==> config.mk <==
export PLATFORM = sky130hd
export DESIGN_NAME = sdCodeConverter
export DESIGN_NICKNAME = d
export VERILOG_FILES = /design/src/rtl/sdConvPkg.sv /design/src/rtl/sdConvCtrl.sv /design/src/rtl/sdConvData.sv /design/src/rtl/sdCodeConverter.sv
export SDC_FILE = /design/constraint.sdc
export NUM_CORES = 1
export LEC_CHECK = 0
export CAP_MARGIN = 25
export CORE_ASPECT_RATIO = 0.6
export CORE_MARGIN = 8
export CORE_UTILIZATION = 39
export DETAILED_ROUTE_END_ITERATION = 7
export DONT_BUFFER_PORTS = 1
export PLACE_DENSITY_LB_ADDON = 0.15
export RECOVER_POWER = 100
export SYNTH_ARGS = -nofsm -noshare
export SYNTH_HDL_FRONTEND = slang
export SYNTH_HIERARCHICAL = 1
export SYNTH_SLANG_ARGS = --single-unit
==> constraint.sdc <==
create_clock -name clk -period 5.9 [get_ports clk]
set_input_delay 1.18 -clock clk [delete_from_list [all_inputs] [get_ports clk]]
set_output_delay 1.18 -clock clk [all_outputs]
set_load 0.02 [all_outputs]
==> src/rtl/sdConvPkg.sv <==
package sdConvPkg;

  // Control strobes handed from the sequencer to the datapath
  typedef struct packed {
    logic s1Take;   // a stage-one digit is accepted
    logic s1First;  // it begins a new pixel
    logic s1Last;   // it completes stage one for the pixel
    logic s2Take;   // a stage-two digit is accepted
    logic s2First;  // it begins from the hand-off value
    logic s2Last;   // it completes the pixel
  } sdStrobe_t;

  // Comparator pair to signed digit; the illegal pair counts as zero
  function automatic logic signed [1:0] decodeDigit(input logic hi, input logic lo);
    case ({hi, lo})
      2'b11:   decodeDigit = 2'sd1;
      2'b00:   decodeDigit = -2'sd1;
      default: decodeDigit = 2'sd0;
    endcase
  endfunction

endpackage

==> src/rtl/sdConvCtrl.sv <==
module sdConvCtrl
  import sdConvPkg::*;
#(
  parameter int S1_DIGITS = 4,
  parameter int S2_DIGITS = 8
) (
  input  logic       clk,
  input  logic       rstN,
  input  logic       digitValid,
  input  logic       stageSel,
  input  logic       startConv,
  output sdStrobe_t  strobe
);
  localparam int C1W = $clog2(S1_DIGITS + 1);
  localparam int C2W = $clog2(S2_DIGITS + 1);
  localparam logic [C1W-1:0] S1_LAST = C1W'(S1_DIGITS - 1);
  localparam logic [C2W-1:0] S2_LAST = C2W'(S2_DIGITS - 1);

  logic           s1Busy, s2Busy, hoValid;
  logic [C1W-1:0] s1Cnt, s1Idx;
  logic [C2W-1:0] s2Cnt, s2Idx;

  always_comb begin
    s1Idx          = startConv ? '0 : s1Cnt;
    strobe.s1Take  = digitValid && !stageSel && (startConv || s1Busy);
    strobe.s1First = strobe.s1Take && startConv;
    strobe.s1Last  = strobe.s1Take && (s1Idx == S1_LAST);
    s2Idx          = s2Busy ? s2Cnt : '0;
    strobe.s2Take  = digitValid && stageSel && (s2Busy || hoValid);
    strobe.s2First = strobe.s2Take && !s2Busy;
    strobe.s2Last  = strobe.s2Take && (s2Idx == S2_LAST);
  end

  always_ff @(posedge clk or negedge rstN) begin
    if (!rstN) begin
      s1Busy  <= 1'b0;
      s1Cnt   <= '0;
      s2Busy  <= 1'b0;
      s2Cnt   <= '0;
      hoValid <= 1'b0;
    end else begin
      if (strobe.s1Take) begin
        s1Busy <= !strobe.s1Last;
        s1Cnt  <= strobe.s1Last ? '0 : s1Idx + 1'b1;
      end
      if (strobe.s2Take) begin
        s2Busy <= !strobe.s2Last;
        s2Cnt  <= strobe.s2Last ? '0 : s2Idx + 1'b1;
      end
      if (strobe.s1Last)       hoValid <= 1'b1;
      else if (strobe.s2First) hoValid <= 1'b0;
    end
  end

endmodule

==> src/rtl/sdConvData.sv <==
module sdConvData
  import sdConvPkg::*;
#(
  parameter int S1_DIGITS = 4,
  parameter int S2_DIGITS = 8
) (
  input  logic                            clk,
  input  logic                            rstN,
  input  sdStrobe_t                       strobe,
  input  logic                            cmpHigh,
  input  logic                            cmpLow,
  output logic [S1_DIGITS+S2_DIGITS-1:0]  codeOut,
  output logic                            codeValid,
  output logic                            badDigit
);
  localparam int CODE_W = S1_DIGITS + S2_DIGITS;
  localparam int ACC_W  = CODE_W + 2;
  localparam int HO_W   = S1_DIGITS + 2;
  localparam logic signed [ACC_W-1:0] OFFSET  = ACC_W'(1) << (CODE_W - 1);
  localparam logic signed [ACC_W-1:0] CODE_MX = (ACC_W'(1) << CODE_W) - ACC_W'(1);

  logic signed [1:0]       digit;
  logic signed [HO_W-1:0]  s1Acc, s1Next, hoReg, s1Base;
  logic signed [ACC_W-1:0] s2Acc, s2Next, s2Base, biased;
  logic [CODE_W-1:0]       satCode;

  always_comb begin
    digit   = decodeDigit(cmpHigh, cmpLow);
    s1Base  = strobe.s1First ? '0 : (s1Acc <<< 1);
    s1Next  = s1Base + {{(HO_W-2){digit[1]}}, digit};
    s2Base  = strobe.s2First ? {{(ACC_W-HO_W){hoReg[HO_W-1]}}, hoReg} : s2Acc;
    s2Next  = (s2Base <<< 1) + {{(ACC_W-2){digit[1]}}, digit};
    biased  = s2Next + OFFSET;
    if (biased < 0)            satCode = '0;
    else if (biased > CODE_MX) satCode = '1;
    else                       satCode = biased[CODE_W-1:0];
  end

  always_ff @(posedge clk or negedge rstN) begin
    if (!rstN) begin
      s1Acc     <= '0;
      hoReg     <= '0;
      s2Acc     <= '0;
      codeOut   <= '0;
      codeValid <= 1'b0;
      badDigit  <= 1'b0;
    end else begin
      if (strobe.s1Take) s1Acc <= s1Next;
      if (strobe.s1Last) hoReg <= s1Next;
      if (strobe.s2Take) s2Acc <= s2Next;
      if (strobe.s2Last) codeOut <= satCode;
      codeValid <= strobe.s2Last;
      badDigit  <= (strobe.s1Take || strobe.s2Take) && cmpHigh && !cmpLow;
    end
  end

endmodule

==> src/rtl/sdCodeConverter.sv <==
module sdCodeConverter
  import sdConvPkg::*;
#(
  parameter int S1_DIGITS = 4,
  parameter int S2_DIGITS = 8
) (
  input  logic                           clk,
  input  logic                           rstN,
  input  logic                           digitValid,
  input  logic                           stageSel,
  input  logic                           startConv,
  input  logic                           cmpHigh,
  input  logic                           cmpLow,
  output logic [S1_DIGITS+S2_DIGITS-1:0] codeOut,
  output logic                           codeValid,
  output logic                           badDigit
);
  sdStrobe_t strobe;

  sdConvCtrl #(.S1_DIGITS(S1_DIGITS), .S2_DIGITS(S2_DIGITS)) ctrl_i (
    .clk(clk), .rstN(rstN), .digitValid(digitValid), .stageSel(stageSel),
    .startConv(startConv), .strobe(strobe)
  );

  sdConvData #(.S1_DIGITS(S1_DIGITS), .S2_DIGITS(S2_DIGITS)) data_i (
    .clk(clk), .rstN(rstN), .strobe(strobe), .cmpHigh(cmpHigh), .cmpLow(cmpLow),
    .codeOut(codeOut), .codeValid(codeValid), .badDigit(badDigit)
  );

endmodule

-- Word level (Yosys, flattened, before mapping)
Index checks and enable logic that the tools add are counted.
- flip-flop bits (word level): 48
- latch bits: 0
- bits in writable memories: 0
- memory bits (read-only): 0
- input port bits: 7
- word-level logic and storage cells: 52
- memories: 0
- add/subtract/negate cells: 5
- multiply operators: 0
- div/mod/pow operators: 0
- order comparisons: 2
- eq/ne operators: 3
- shift operators: 0
- multiplexer cells: 11
- bitwise gates (word level): 0
- reductions and logical operators: 20
- operators by type and width (cell ; number):
    $mux 12 ; 2
    $add 14x13->14 const B ; 1
    $add 14x14->14 ; 1
    $gt 14x13->1 const B ; 1
    $lt 14x1->1 const B ; 1
    $mux 13 ; 1
    $logic_and 1x1->1 ; 10
    $mux 4 ; 2
    $add 6x6->6 ; 1
    $mux 3 ; 2
    $mux 6 ; 1
    $logic_not 1->1 ; 5
    $add 4x1->4 const B ; 1
    $eq 4x3->1 const B ; 1
    $pmux 2 s2 ; 1
    $add 3x1->3 const B ; 1
    $eq 3x2->1 const B ; 1
    $logic_or 1x1->1 ; 3
    $eq 2x2->1 const B ; 1
    $logic_not 2->1 ; 1
    $mux 1 ; 2
    $reduce_bool 2->1 ; 1

-- Longest topological paths before layout
- word-level depth: 9
- mapped depth: 18

-- By module
Netlist, hierarchy kept.
- modules (own cells, without submodules) (module ; times used ; cells an instance ; area an instance (um2)):
    sdConvData ; 1 ; 280 ; 2585.0
    sdConvCtrl ; 1 ; 57 ; 536.8

-- Least setup slack after synthesis
Ideal clock, no wire load.
- path type: in2reg
- start point: in digitValid
- end point: reg data_i.codeOut[4]
- library setup time: 0.147 ns
- arrival time: 4.388 ns
- required time: 5.753 ns
- setup slack: 1.365 ns
- stages on the path: 16
- buffers on the path: 3
- cells stage by stage: o211ai_4 -> nor2_1 -> buf_6 -> clkbuf_1 -> mux2_2 -> ha_1 -> inv_1 -> fa_1 -> nor2b_1 -> a221o_1 -> a221oi_2 -> mux2_4 -> or2_0 -> clkbuf_2 -> mux2i_1 -> o211ai_1
- RTL lines (element ; line ; text):
    from (decl) ; sdCodeConverter.sv:9 ; input logic digitValid,
    to (signal assigned) ; sdConvData.sv:51 ; if (strobe.s2Last) codeOut <= satCode;
    to (decl) ; sdConvData.sv:12 ; output logic [S1_DIGITS+S2_DIGITS-1:0] codeOut,

==> impl_results.md <==
* Status: complete, but fails checks
* Failing checks: max-capacitance violations, max-slew violations
* Worst slack, placed at 1190 ps
* Pin count of the biggest net entering global routing at between 40 and 50
* Worst hold path type: flip-flop to flip-flop
* Crit path required time at between 6000 and 7000 ps
* Met3 track demand over resource at under 10%
* Most used routing layer: met1
* Setup Crit Path Kind: input port to flip-flop
* Synth area leaders: dfrtp_1 38%, ha_1 5.2%, a21oi_1 4.0%, nand2_1 4.0%, xnor2_1 3.9%
* Critical Path End Type: flip-flop
* TNS Setup at 0 ps
* Detailed-router iteration count before antenna repair at 4
* Drt via density at approximately 5.3
* Row count at 25
* Layout filler cell count at between 700 and 800
* CTS Sinks at 48
* Critical path data arrival time at ~5100 ps
* Min cycle time layout at about 4900 ps
* Core ar. at about 8000 um^2
* Fin crit share at between 80 and 90%
* Share of the synthesized area in the top cell type at between 30% and 40%
* P&R area growth vs syn at 6.09%
* Yosys top cell by area: dfrtp_1
* Clock Skew at 7.23 ps
* Worst Max-Slew Pin Slew at 1550 ps
* Post-Syn Area per Cell at slightly above 9 um^2
* P_sw at roughly 0.8 mW
* Initial DRC Count at approximately 200
* CTS root buf: clkbuf_16
* Synth Instances at around 340
* Ports at 21
* Area of the die at ~11,000 um^2
* Routed WL per cell at 16.3 um
* ANT cells at 0
* Fraction of registers with async set/reset at 100%
* Clock slew at reported path FFs at ~60 ps
* Synth Flop Type: dfrtp_1
* DRT antenna net count at 0
* TritonCTS clock tree: done
* Initial Util at 39.9%
* Flops & latches, synth at between 40 and 50
* Startpoint types: input port
* Die span in x at around 130 um
* Most frequent cells in the layout: 48 x dfrtp_1, 33 x nand2_1, 26 x nor2_1
* Multi-input gate area in the final layout at about 1700 um^2
* Met1 Use GR at a little over a fifth
* Setup Buffers After CTS at 0
* GPL Wtd Cong at approximately 0.83
* CTS Hold Bufs at 0
* Peak supply drop at 166 uV
* Max-slew violation count at 16
* Met2 GRT Util at about 15%
* Clock network power share at 16.6%
* Residual DRC at 0
* Via Count at approximately 2,300
* Max cap viols at 1
* Final hold slack at ~500 ps
* Initial antenna violation count at 0
* Sw frac at between 40 and 50%
* Seq/Total Area, Yosys at 38.5%
* CTS buffer count at 5
* Post-route worst setup slack at between 1000 and 1500 ps
* Synthesized cell area at between 3000 and 4000 um^2
* Synth warn at 6
* Total area of sequential cells at 1200 um^2
* Layout cells sized above 1 at 7.83%
* EDFF count, synth at 0
* Power Dens Cells at between 500 and 600 nW/um^2
* Unique masters post-synth at 57
* First-pass GRT wire length at 11,700 um
* All-Layer GR Usage at a little over an eighth
* Commonest non-fill, non-tap cell in the layout: dfrtp_1
* LEAKAGE at 1.43 nW
* Syn_nets at around 360
* Deepest clock path buffer count at 2
* Routed wire length at a little over 7000 um
* DIE HEIGHT at approximately 85 um
* Final Hold Viols at 0
* Vias in the first global route at between 2,000 and 2,500
* Total grt overflow at 0
* Relative slew margins at -3.80%
* Logic gate share of total power at 48.7%
* Post-cts sizing count at 0
* Crit path max fanout at 17
* FMAX at around 200 MHz
* RSZ-0062 raised after global routing: false
* Sequential Power Share at about a third
* Endpoints failing setup at 0
* Port Buffer Count at 0
* Clk_lat worst skew at about 300 ps
* Post-detail-place hpwl at 5170 um
* H-tree levels at 2
* Nets@finish at about 350
* Internal power at approximately 1.0 mW
stage by stage:
stage / cells / util, % / instance area (um^2) / power [mW]
floorplan: 337 / - / 3120 / 1.33
global placement: 432 / 40.9 / 3200 / 1.52
detailed placement: 432 / 40.9 / 3200 / 1.53
CTS: 440 / 42.9 / 3350 / 1.84
global route: 440 / 42.4 / 3310 / 1.96
finish: 440 / 42.4 / 3310 / 1.81
power groups by stage:
stage | combinational, mW | clock [mW] | sequential [mW]
after floorplan | 0.733 | 0 | 0.595
after global placement | 0.888 | 0 | 0.636
after detailed placement | 0.890 | 0 | 0.637
after CTS | 0.896 | 0.313 | 0.632
after global routing | 0.985 | 0.326 | 0.650
final | 0.881 | 0.301 | 0.628
cells by family (layout without fill, tap and decap cells):
kind of cell	Yosys count	in the layout	synth area share, %
buf+inv	35	30	4.81
mux	20	20	7.41
xor+xnor	21	21	5.89
compound gates	87	87	19.5
flops	48	48	38.5
simple gates	112	112	18.1
fa+ha+maj	14	14	5.85
sequential cells by signal, indices dropped and copies added, names as in the netlist, 3 cells and up:
register	count
ctrl_i/s1Cnt	3
ctrl_i/s2Cnt	4
data_i/s1Acc	5
data_i/hoReg	6
data_i/codeOut	12
data_i/s2Acc	13
critical path, stage by stage:
cell and delay (ps):
o211ai_1 230, nor2_1 170, buf_4 280, mux2i_1 380
inv_1 80, ha_1 270, a21o_1 180, a21o_1 230
a2111oi_0 830, nor3_1 250, or2_0 330, or4_1 500
a31oi_1 180
worst paths after layout:
check | to | slack, ps | depth (start not counted) | startpoint
setup / recovery | data_i/codeOut[10] | 1020 | 13 | digitValid
hold / removal | ctrl_i/s1Cnt[1] | 500 | 1 | ctrl_i/s1Cnt[1]
setup reg to reg | data_i/codeOut[10] | 1290 | 13 | ctrl_i/s2Busy
hold reg to reg | ctrl_i/s1Cnt[1] | 500 | 1 | ctrl_i/s1Cnt[1]
max in group asynchronous | data_i/codeOut[8] | 5230 | 0 | rstN
min in group asynchronous | data_i/s2Acc[6] | 570 | 0 | rstN
synth_stat cells, types with 7 or more instances:
cell type,instances
nor2b_1,10
a21oi_1,25
nand2_1,33
nand3_1,7
o211ai_1,7
nor3_1,8
ha_1,13
o21ai_0,18
mux2i_1,9
nor2_1,26
mux2_2,8
inv_1,20
xnor2_1,14
xor2_1,7
clkbuf_1,9
dfrtp_1,48
routing by layer:
metal	wire (um)	part of all wire, %
met1	4170	58
met2	2390	33
met5	0	0
met4	77	1.1
met3	510	7.1
cell type report:
type                            count  area share [%]
Multi-Input combinational cell    254            52.3
Sequential cell                    48            36.3
Clock buffer                        6            4.19
Tap cell                          108            4.08
Inverter                           20            2.27
Timing Repair Buffer                2           0.453
Clock inverter                      2           0.416
Note: power is estimated with default switching activity, not from simulation.
